## config.mk

```make
export PLATFORM = sky130hd
export DESIGN_NAME = flash_cmd_fsm
export DESIGN_NICKNAME = d
export VERILOG_FILES = /design/src/rtl/flash_cmd_fsm.sv
export SDC_FILE = /design/constraint.sdc
export NUM_CORES = 1
export LEC_CHECK = 0
export ABC_AREA = 0
export CORE_MARGIN = 2
export CORE_UTILIZATION = 58
export DETAILED_ROUTE_END_ITERATION = 16
export PLACE_DENSITY = 0.77
export SLEW_MARGIN = 20
export SYNTH_ARGS = -nofsm -noshare
export SYNTH_HDL_FRONTEND = slang
export SYNTH_SLANG_ARGS = --single-unit
```

## constraint.sdc

```tcl
create_clock -name clk -period 2.6 [get_ports clk]
set_input_delay 0.26 -clock clk [delete_from_list [all_inputs] [get_ports clk]]
set_output_delay 0.26 -clock clk [all_outputs]
set_load 0.05 [all_outputs]
```

## src/rtl/flash_cmd_fsm.sv

```systemverilog
module flash_cmd_fsm #(
  parameter int ADDR_W    = 11,
  parameter int MEM_AW    = 6,
  parameter int SEC_AW    = 2,
  parameter int WIN_CYC   = 2500,
  parameter int ERASE_CYC = 50000,
  parameter int PROG_CYC  = 500,
  parameter logic [(1<<SEC_AW)-1:0] PROT_MASK = '0
) (
  input  logic              clk,
  input  logic              rst_n,
  input  logic [ADDR_W-1:0] addr,
  input  logic [7:0]        din,
  input  logic              we_n,
  input  logic              oe_n,
  output logic [7:0]        dout,
  output logic              ready
);
  localparam int NSEC  = 1 << SEC_AW;
  localparam int DEPTH = 1 << MEM_AW;
  localparam int SSA   = MEM_AW - SEC_AW;
  localparam int MAXC  = (WIN_CYC > ERASE_CYC) ? ((WIN_CYC > PROG_CYC) ? WIN_CYC : PROG_CYC)
                                               : ((ERASE_CYC > PROG_CYC) ? ERASE_CYC : PROG_CYC);
  localparam int CW    = $clog2(MAXC + 1);
  localparam logic [ADDR_W-1:0] A_HI = ADDR_W'(12'h555);
  localparam logic [ADDR_W-1:0] A_LO = ADDR_W'(12'h2AA);

  typedef enum logic [3:0] {
    S_READ, S_U1, S_U2, S_PADDR, S_E1, S_E2, S_E3,
    S_WIN, S_EBUSY, S_PBUSY, S_PMODE, S_EMODE, S_FAIL
  } st_t;

  st_t               st;
  logic [7:0]        mem [DEPTH];
  logic [CW-1:0]     cnt;
  logic [NSEC-1:0]   pend;
  logic [MEM_AW-1:0] pa;
  logic [7:0]        pd;
  logic              inv7, tog, err, was_erase;

  wire               wr     = !we_n;
  wire [MEM_AW-1:0]  wa     = addr[MEM_AW-1:0];
  wire [SEC_AW-1:0]  sec    = addr[MEM_AW-1:SSA];
  wire               hit_hi = (addr == A_HI);
  wire               hit_lo = (addr == A_LO);
  wire               rst_cmd = wr && (din == 8'hF0);
  wire               stat_mode = (st == S_WIN) || (st == S_EBUSY) || (st == S_PBUSY) || (st == S_FAIL);
  wire               closed = (st == S_EBUSY) || (st == S_FAIL && was_erase);
  wire [7:0]         status = {inv7, tog, err, 1'b0, closed, 3'b000};
  wire               prog_bad  = |(pd & ~mem[pa]);
  wire               erase_bad = |(pend & PROT_MASK);

  assign dout  = oe_n ? 8'h00 : (stat_mode ? status : mem[wa]);
  assign ready = !stat_mode;

  always_ff @(posedge clk or negedge rst_n) begin
    if (!rst_n) begin
      st <= S_READ;
      cnt <= '0;
      pend <= '0;
      pa <= '0;
      pd <= '0;
      inv7 <= 1'b0;
      tog <= 1'b0;
      err <= 1'b0;
      was_erase <= 1'b0;
      for (int i = 0; i < DEPTH; i++) mem[i] <= 8'hFF;
    end else begin
      if (!oe_n && stat_mode) tog <= !tog;
      case (st)
        S_READ:
          if (wr && hit_hi && din == 8'hAA) st <= S_U1;
        S_U1:
          if (wr) st <= (hit_lo && din == 8'h55) ? S_U2 : S_READ;
        S_U2:
          if (wr) begin
            if (hit_hi && din == 8'hA0)      st <= S_PADDR;
            else if (hit_hi && din == 8'h80) st <= S_E1;
            else                             st <= S_READ;
          end
        S_E1:
          if (wr) st <= (hit_hi && din == 8'hAA) ? S_E2 : S_READ;
        S_E2:
          if (wr) st <= (hit_lo && din == 8'h55) ? S_E3 : S_READ;
        S_E3, S_EMODE:
          if (rst_cmd) st <= S_READ;
          else if (wr && din == 8'h30) begin
            pend <= '0;
            pend[sec] <= 1'b1;
            cnt <= CW'(WIN_CYC - 1);
            inv7 <= 1'b0;
            was_erase <= 1'b1;
            st <= S_WIN;
          end else if (wr && st == S_E3) st <= S_READ;
        S_PADDR, S_PMODE:
          if (st == S_PMODE && rst_cmd) st <= S_READ;
          else if (wr) begin
            pa <= wa;
            pd <= din;
            inv7 <= !din[7];
            was_erase <= 1'b0;
            cnt <= CW'(PROG_CYC - 1);
            st <= S_PBUSY;
          end
        S_WIN:
          if (wr && din == 8'h30) begin
            pend[sec] <= 1'b1;
            cnt <= CW'(WIN_CYC - 1);
          end else if (cnt == '0) begin
            cnt <= CW'(ERASE_CYC - 1);
            st <= S_EBUSY;
          end else cnt <= cnt - 1'b1;
        S_EBUSY:
          if (cnt == '0) begin
            for (int i = 0; i < DEPTH; i++)
              if (pend[i[MEM_AW-1:SSA]] && !PROT_MASK[i[MEM_AW-1:SSA]]) mem[i[MEM_AW-1:0]] <= 8'hFF;
            pend <= '0;
            err <= erase_bad;
            st <= erase_bad ? S_FAIL : S_EMODE;
          end else cnt <= cnt - 1'b1;
        S_PBUSY:
          if (cnt == '0) begin
            mem[pa] <= mem[pa] & pd;
            err <= prog_bad;
            st <= prog_bad ? S_FAIL : S_PMODE;
          end else cnt <= cnt - 1'b1;
        S_FAIL:
          if (rst_cmd) begin
            err <= 1'b0;
            st <= S_READ;
          end
        default: st <= S_READ;
      endcase
      if (rst_cmd && (st == S_READ || st == S_U1 || st == S_U2 || st == S_E1 || st == S_E2)) st <= S_READ;
    end
  end


  fail_hold_chk: assert property (@(posedge clk) disable iff (!rst_n)
    (st == S_FAIL && !rst_cmd) |=> (st == S_FAIL && !ready));


  toggle_flip_chk: assert property (@(posedge clk) disable iff (!rst_n)
    (!oe_n && stat_mode && $past(!oe_n && stat_mode)) |-> (dout[6] != $past(dout[6])));


  win_restart_chk: assert property (@(posedge clk) disable iff (!rst_n)
    (st == S_WIN && wr && din == 8'h30) |=> (st == S_WIN && cnt == CW'(WIN_CYC - 1)));


  busy_ready_chk: assert property (@(posedge clk) disable iff (!rst_n)
    (st == S_PBUSY && cnt != '0) |=> !ready);


  abort_chk: assert property (@(posedge clk) disable iff (!rst_n)
    (st == S_U1 && wr && !(hit_lo && din == 8'h55)) |=> (st == S_READ));


  prot_fail_chk: assert property (@(posedge clk) disable iff (!rst_n)
    (st == S_EBUSY && cnt == '0 && erase_bad) |=> (st == S_FAIL && dout[5] == !oe_n));
endmodule

```

==> flow_summary.json, run 1 <==
{
  "status": "aborted with a tool error",
  "stop_stage": "5_1_grt",
  "tool.error": "[ERROR GRT-0232] Routing congestion too high. Check the congestion heatmap in the GUI.",
  "io-pin-count": 32,
  "hpwlAfterDp_um": 77000,
  "syn_area_um2": 30600,
  "yosysTopAreaCellShare": 0.440,
  "die_w_um": 234,
  "syn_area_per_cell_um2": 10.7,
  "port-buffer-count": 31,
  "yosysTopAreaCell": "dfstp_2",
  "syn_inst": 2864,
  "ys.flop_type": "dfstp_2",
  "worst-ep-kind": "top-level output",
  "ys_ff_latch": 554,
  "ys_seq_area_frac": 0.474,
  "gp_congestion": 1.05,
  "clock_sinks": 554,
  "synth_warnings": 0,
  "synth_cell_types": 79,
  "synth_nets": 2888,
  "async_flop_share": 1.00,
  "rows": 84,
  "root_buffer": "clkbuf_16",
  "die_h_um": 234,
  "cts_buffers": 60,
  "antenna_found_initial": 28,
  "synth_edf_count": 0,
  "grt-worst-endpoint": "dout[7]",
  "grt.total_usage": 0.771,
  "clockBufferDepth": 3,
  "ctsHtreeMaxLevel": 2,
  "ys_top_cells_by_area": "dfstp_2 44%, mux4_2 17%, o21ai_0 10%",
  "start_util": 0.585,
  "grt-ovfl-total": 27,
  "grt_max_degree": 97
}
-- synthesized netlist by cell type, types with 22 or more instances --
master and number:
nor2_1 50, a21oi_1 39, buf_6 23, mux2i_1 83
mux4_2 225, o22ai_1 29, buf_2 81, dfrtp_1 42
a22oi_1 23, o21ai_0 616, dfstp_2 512, clkbuf_1 97
a221oi_1 22, nand2_1 653
-- logic make-up after synthesis --
logic type               Yosys count  synth area share
buffers and inverters            266            0.0444
multiplexers                     329             0.200
XOR/XNOR                           2          0.000572
adder cells (fa/ha/maj)            1          0.000409
flip-flops                       554             0.474
AO/OA/AOI/OAI                    846             0.156
AND/OR/NAND/NOR                  866             0.124
-- through the flow --
step           std cells  worst slack [ns]  area [µm²]  hold slack (ns)  TNS [ns]
2_1_floorplan       2864            -0.192       30800          -0.0356    -0.809
3_3_place_gp        3819            -0.810       35500            0.269   -257.35
3_5_place_dp        3819            -0.830       35500            0.268   -276.68
4_1_cts             4079            -0.716       42100           0.0340   -195.44
-- what timing repair did --
| item | 4_1_cts |
|---|---|
| cloned | 46 |
| buffers inserted | 106 |
| endpoints found under the setup margin | 523 |
| hold buffers | 1 |
| pin swaps | 309 |
| resized for setup | 909 |
| endpoints found under the hold margin | 50 |
-- per-layer routing --
metal,GRT overflow,GRT usage
met1,3,0.752
met5,1,0.566
met2,8,0.872
met4,12,0.721
met3,3,0.724
==> run 2: changes to the inputs <==
Settings changed: CORE_UTILIZATION 58 to 40, PLACE_DENSITY 0.77 to unset, PLACE_DENSITY_LB_ADDON set to 0.15.
Clock period 2.6 ns to 3.4 ns, I/O delays scaled along.
==> run 2 against run 1 <==
Effect of this change:
- the flow now finishes, with violations (setup timing)
- synthesized area is the same
- synthesized cell count is the same
==> flow_summary.json, run 2 <==
{
  "status": "finished with violations",
  "violations": "setup timing",
  "ys_seq_area_frac": 0.474,
  "ys_ff_latch": 554,
  "worstPathCellList": "buf_12 -> buf_4 -> nor2_1 -> buf_4 -> a22oi_1 -> o22ai_1 -> a211o_1 -> nor4_2 -> buf_4 -> nor2_1 -> nor2_4 -> buf_12 -> o21ai_0",
  "antenna_found_initial": 5,
  "die_w_um": 281,
  "reg2reg_from": "pa[2]",
  "rsz0062_at_grt": "true",
  "clock_latency_ns": 0.63,
  "start_util": 0.404,
  "yosysTopAreaCell": "dfstp_2",
  "ys.flop_type": "dfstp_2",
  "final_nets": 2989,
  "hold_viol": 0,
  "drc_errors": 0,
  "top_register": "mem",
  "synth_cell_types": 79,
  "grt_pass1_vias": 24000,
  "whs_endpoint": "pa[1]",
  "syn_inst": 2864,
  "critPathArrivalTime_ns": 3.92,
  "num_vias": 24300,
  "wire_per_inst_um": 27.4,
  "slowest_stage": "dfrtp_4",
  "reg_top3": "mem x512, cnt x16, pd x8",
  "dpl.cell_count": 3868,
  "finalSetupViolations": 4,
  "routed_via_density": 6.09,
  "final_cell_mix": "653 x nand2_1, 616 x o21ai_0, 512 x dfstp_2, 225 x mux4_2, 208 x buf_4",
  "syn_area_um2": 30600,
  "grt-ovfl-total": 0,
  "period_minus_slack_ns": 3.41,
  "drv_cap": 0,
  "ys_top_cells_by_area": "dfstp_2 44%, mux4_2 17%, o21ai_0 10%",
  "area_delta_synth_final_pct": 16.3,
  "synth_edf_count": 0,
  "synth_nets": 2888,
  "timing.rr.end": "mem[17]",
  "grt.total_usage": 0.282,
  "root_buffer": "clkbuf_16",
  "max_stage_delay_ns": 0.48,
  "hold_class": "input pin to register",
  "required_ns": 3.90,
  "gp_congestion": 0.967,
  "rows": 101,
  "finalPower_mw": 14.6,
  "fp.dieArea_um2": 78700,
  "ctsHtreeMaxLevel": 3,
  "max-vdd-ir-drop_uv": 296,
  "cp_common_cell": "buf_4",
  "fin_cells": 3995,
  "dr.pass1.iters": 6,
  "clock_sinks": 554,
  "fillers": 6929,
  "hpwlAfterDp_um": 76800,
  "grt_max_degree": 102,
  "critical_path_class": "register to register",
  "powerDensity_nw_per_um2": 410,
  "wirelength_um": 109000,
  "coreArea_um2": 75800,
  "largest_reg_flops": 512,
  "syn_area_per_cell_um2": 10.7,
  "start_kind": "register",
  "drive_gt1_frac": 0.386,
  "netlist_top_cells_count": "653 x nand2_1, 616 x o21ai_0, 512 x dfstp_2, 225 x mux4_2, 97 x clkbuf_1",
  "fmax_mhz": 293,
  "p_leak_nw": 13.3,
  "yosysTopAreaCellShare": 0.440,
  "slew_violations": 0,
  "port-buffer-count": 31,
  "worstHoldPathCells": 3,
  "ant_nets": 0,
  "cts_tree": "built",
  "fin_ws_ns": -0.0130,
  "hp-start": "addr[1]",
  "async_flop_share": 1.00,
  "die_h_um": 281,
  "clk_pin_slew_ns": 0.06,
  "synth.most_common_cell": "nand2_1",
  "timing.reg2reg.setup_slack_ns": -0.01,
  "worst_pin_slew_ns": 0.899,
  "drt_iter0_markers": 2389,
  "synth_warnings": 0,
  "critPathCaptureType": "register",
  "cts_buffers": 67,
  "skew_ns": 0.0434,
  "rr_worst_depth": 13,
  "post-route-period-util": 1.00,
  "clockBufferDepth": 3,
  "cp_max_fo": 48,
  "relSlewSlack": 0.385,
  "grt_pass1_wl_um": 164000,
  "io-pin-count": 32,
  "layout.cells.most_common": "nand2_1"
}
run 2: cell counts after synthesis:
No cell type changed its count.
run 2: cell families after synthesis:
kind of cell | synth area share
muxes | 0.200
AOI/OAI and AO/OA | 0.156
and+or+nand+nor | 0.124
buffers and inverters | 0.0444
adders and majority gates | 0.000409
xor gates and xnor gates | 0.000572
DFF | 0.474
run 2: routing by layer:
metal | track usage | wire length, µm | vias up
met1 | 0.389 | 46000 | 12300
met3 | 0.0612 | 9420 | 270
li1 | - | - | 10700
met4 | 0.114 | 4780 | 4
met5 | 0 | 21 | -
met2 | 0.431 | 49200 | 1141
run 2: final cells by class:
cell class / count / area [µm²] / share of cell area
antenna: 2 / 5.00 / 0.000141
tap: 978 / 1220 / 0.0344
timing repair buffer: 282 / 2780 / 0.0781
inverter: 16 / 60.1 / 0.00169
multi-input combinational: 2044 / 14800 / 0.417
clock inverter: 20 / 269 / 0.00756
sequential: 554 / 14500 / 0.408
clock buffer: 99 / 1910 / 0.0536
run 2: timing repair:
action                                 4_1_cts  5_1_grt
buffers inserted                             5        0
hold buffers                                 1        0
endpoints found under the hold margin        3        0
pin swaps                                    0        1
resized for setup                            3       12
setup endpoints to repair                    5       93
run 2: where the power goes:
| group | total (mW) | internal (mW) | switching, mW |
|---|---|---|---|
| sequential | 6.72 | 6.66 | 0.0554 |
| clock | 7.20 | 4.28 | 2.92 |
| combinational | 0.670 | 0.260 | 0.411 |
| total | 14.6 | 11.2 | 3.39 |
run 2: metrics by stage:
| step | TNS, ns | cell area (µm²) | util | hold slack (ns) | setup slack [ns] |
|---|---|---|---|---|---|
| 2_1_floorplan | 0 | 30600 | - | 0.0444 | 0.272 |
| 3_3_place_gp | 0 | 33300 | 0.439 | 0.459 | 0.0192 |
| 3_5_place_dp | -0.00562 | 33300 | 0.439 | 0.467 | -0.00562 |
| 4_1_cts | 0 | 35500 | 0.469 | 0.142 | 0.00169 |
| 5_1_grt | -0.163 | 35600 | 0.469 | 0.167 | -0.0687 |
| 6_report | -0.0198 | 35600 | 0.470 | 0.181 | -0.0130 |
run 2: worst max-delay path by stage:
stage                     startpoint      end  slack, ns  cells after the start
final                          pa[2]  mem[17]      -0.01                     13
after floorplan              addr[0]  dout[2]       0.27                      8
after global routing        mem[229]  dout[5]      -0.07                      6
after CTS                      st[2]    ready      0.002                      4
after detailed placement       pa[0]  mem[20]     -0.006                     10
after global placement         pa[0]    st[1]       0.02                     10
run 2: worst max-delay path, delay by kind of cell (launching register included):
kind | cells | cell delay (ns)
AND/OR/NAND/NOR | 4 | 0.71
flip-flops | 1 | 0.48
AO/OA/AOI/OAI | 4 | 0.98
buffers and inverters | 5 | 1.08
No activity file was read; power rests on OpenSTA's default activity.
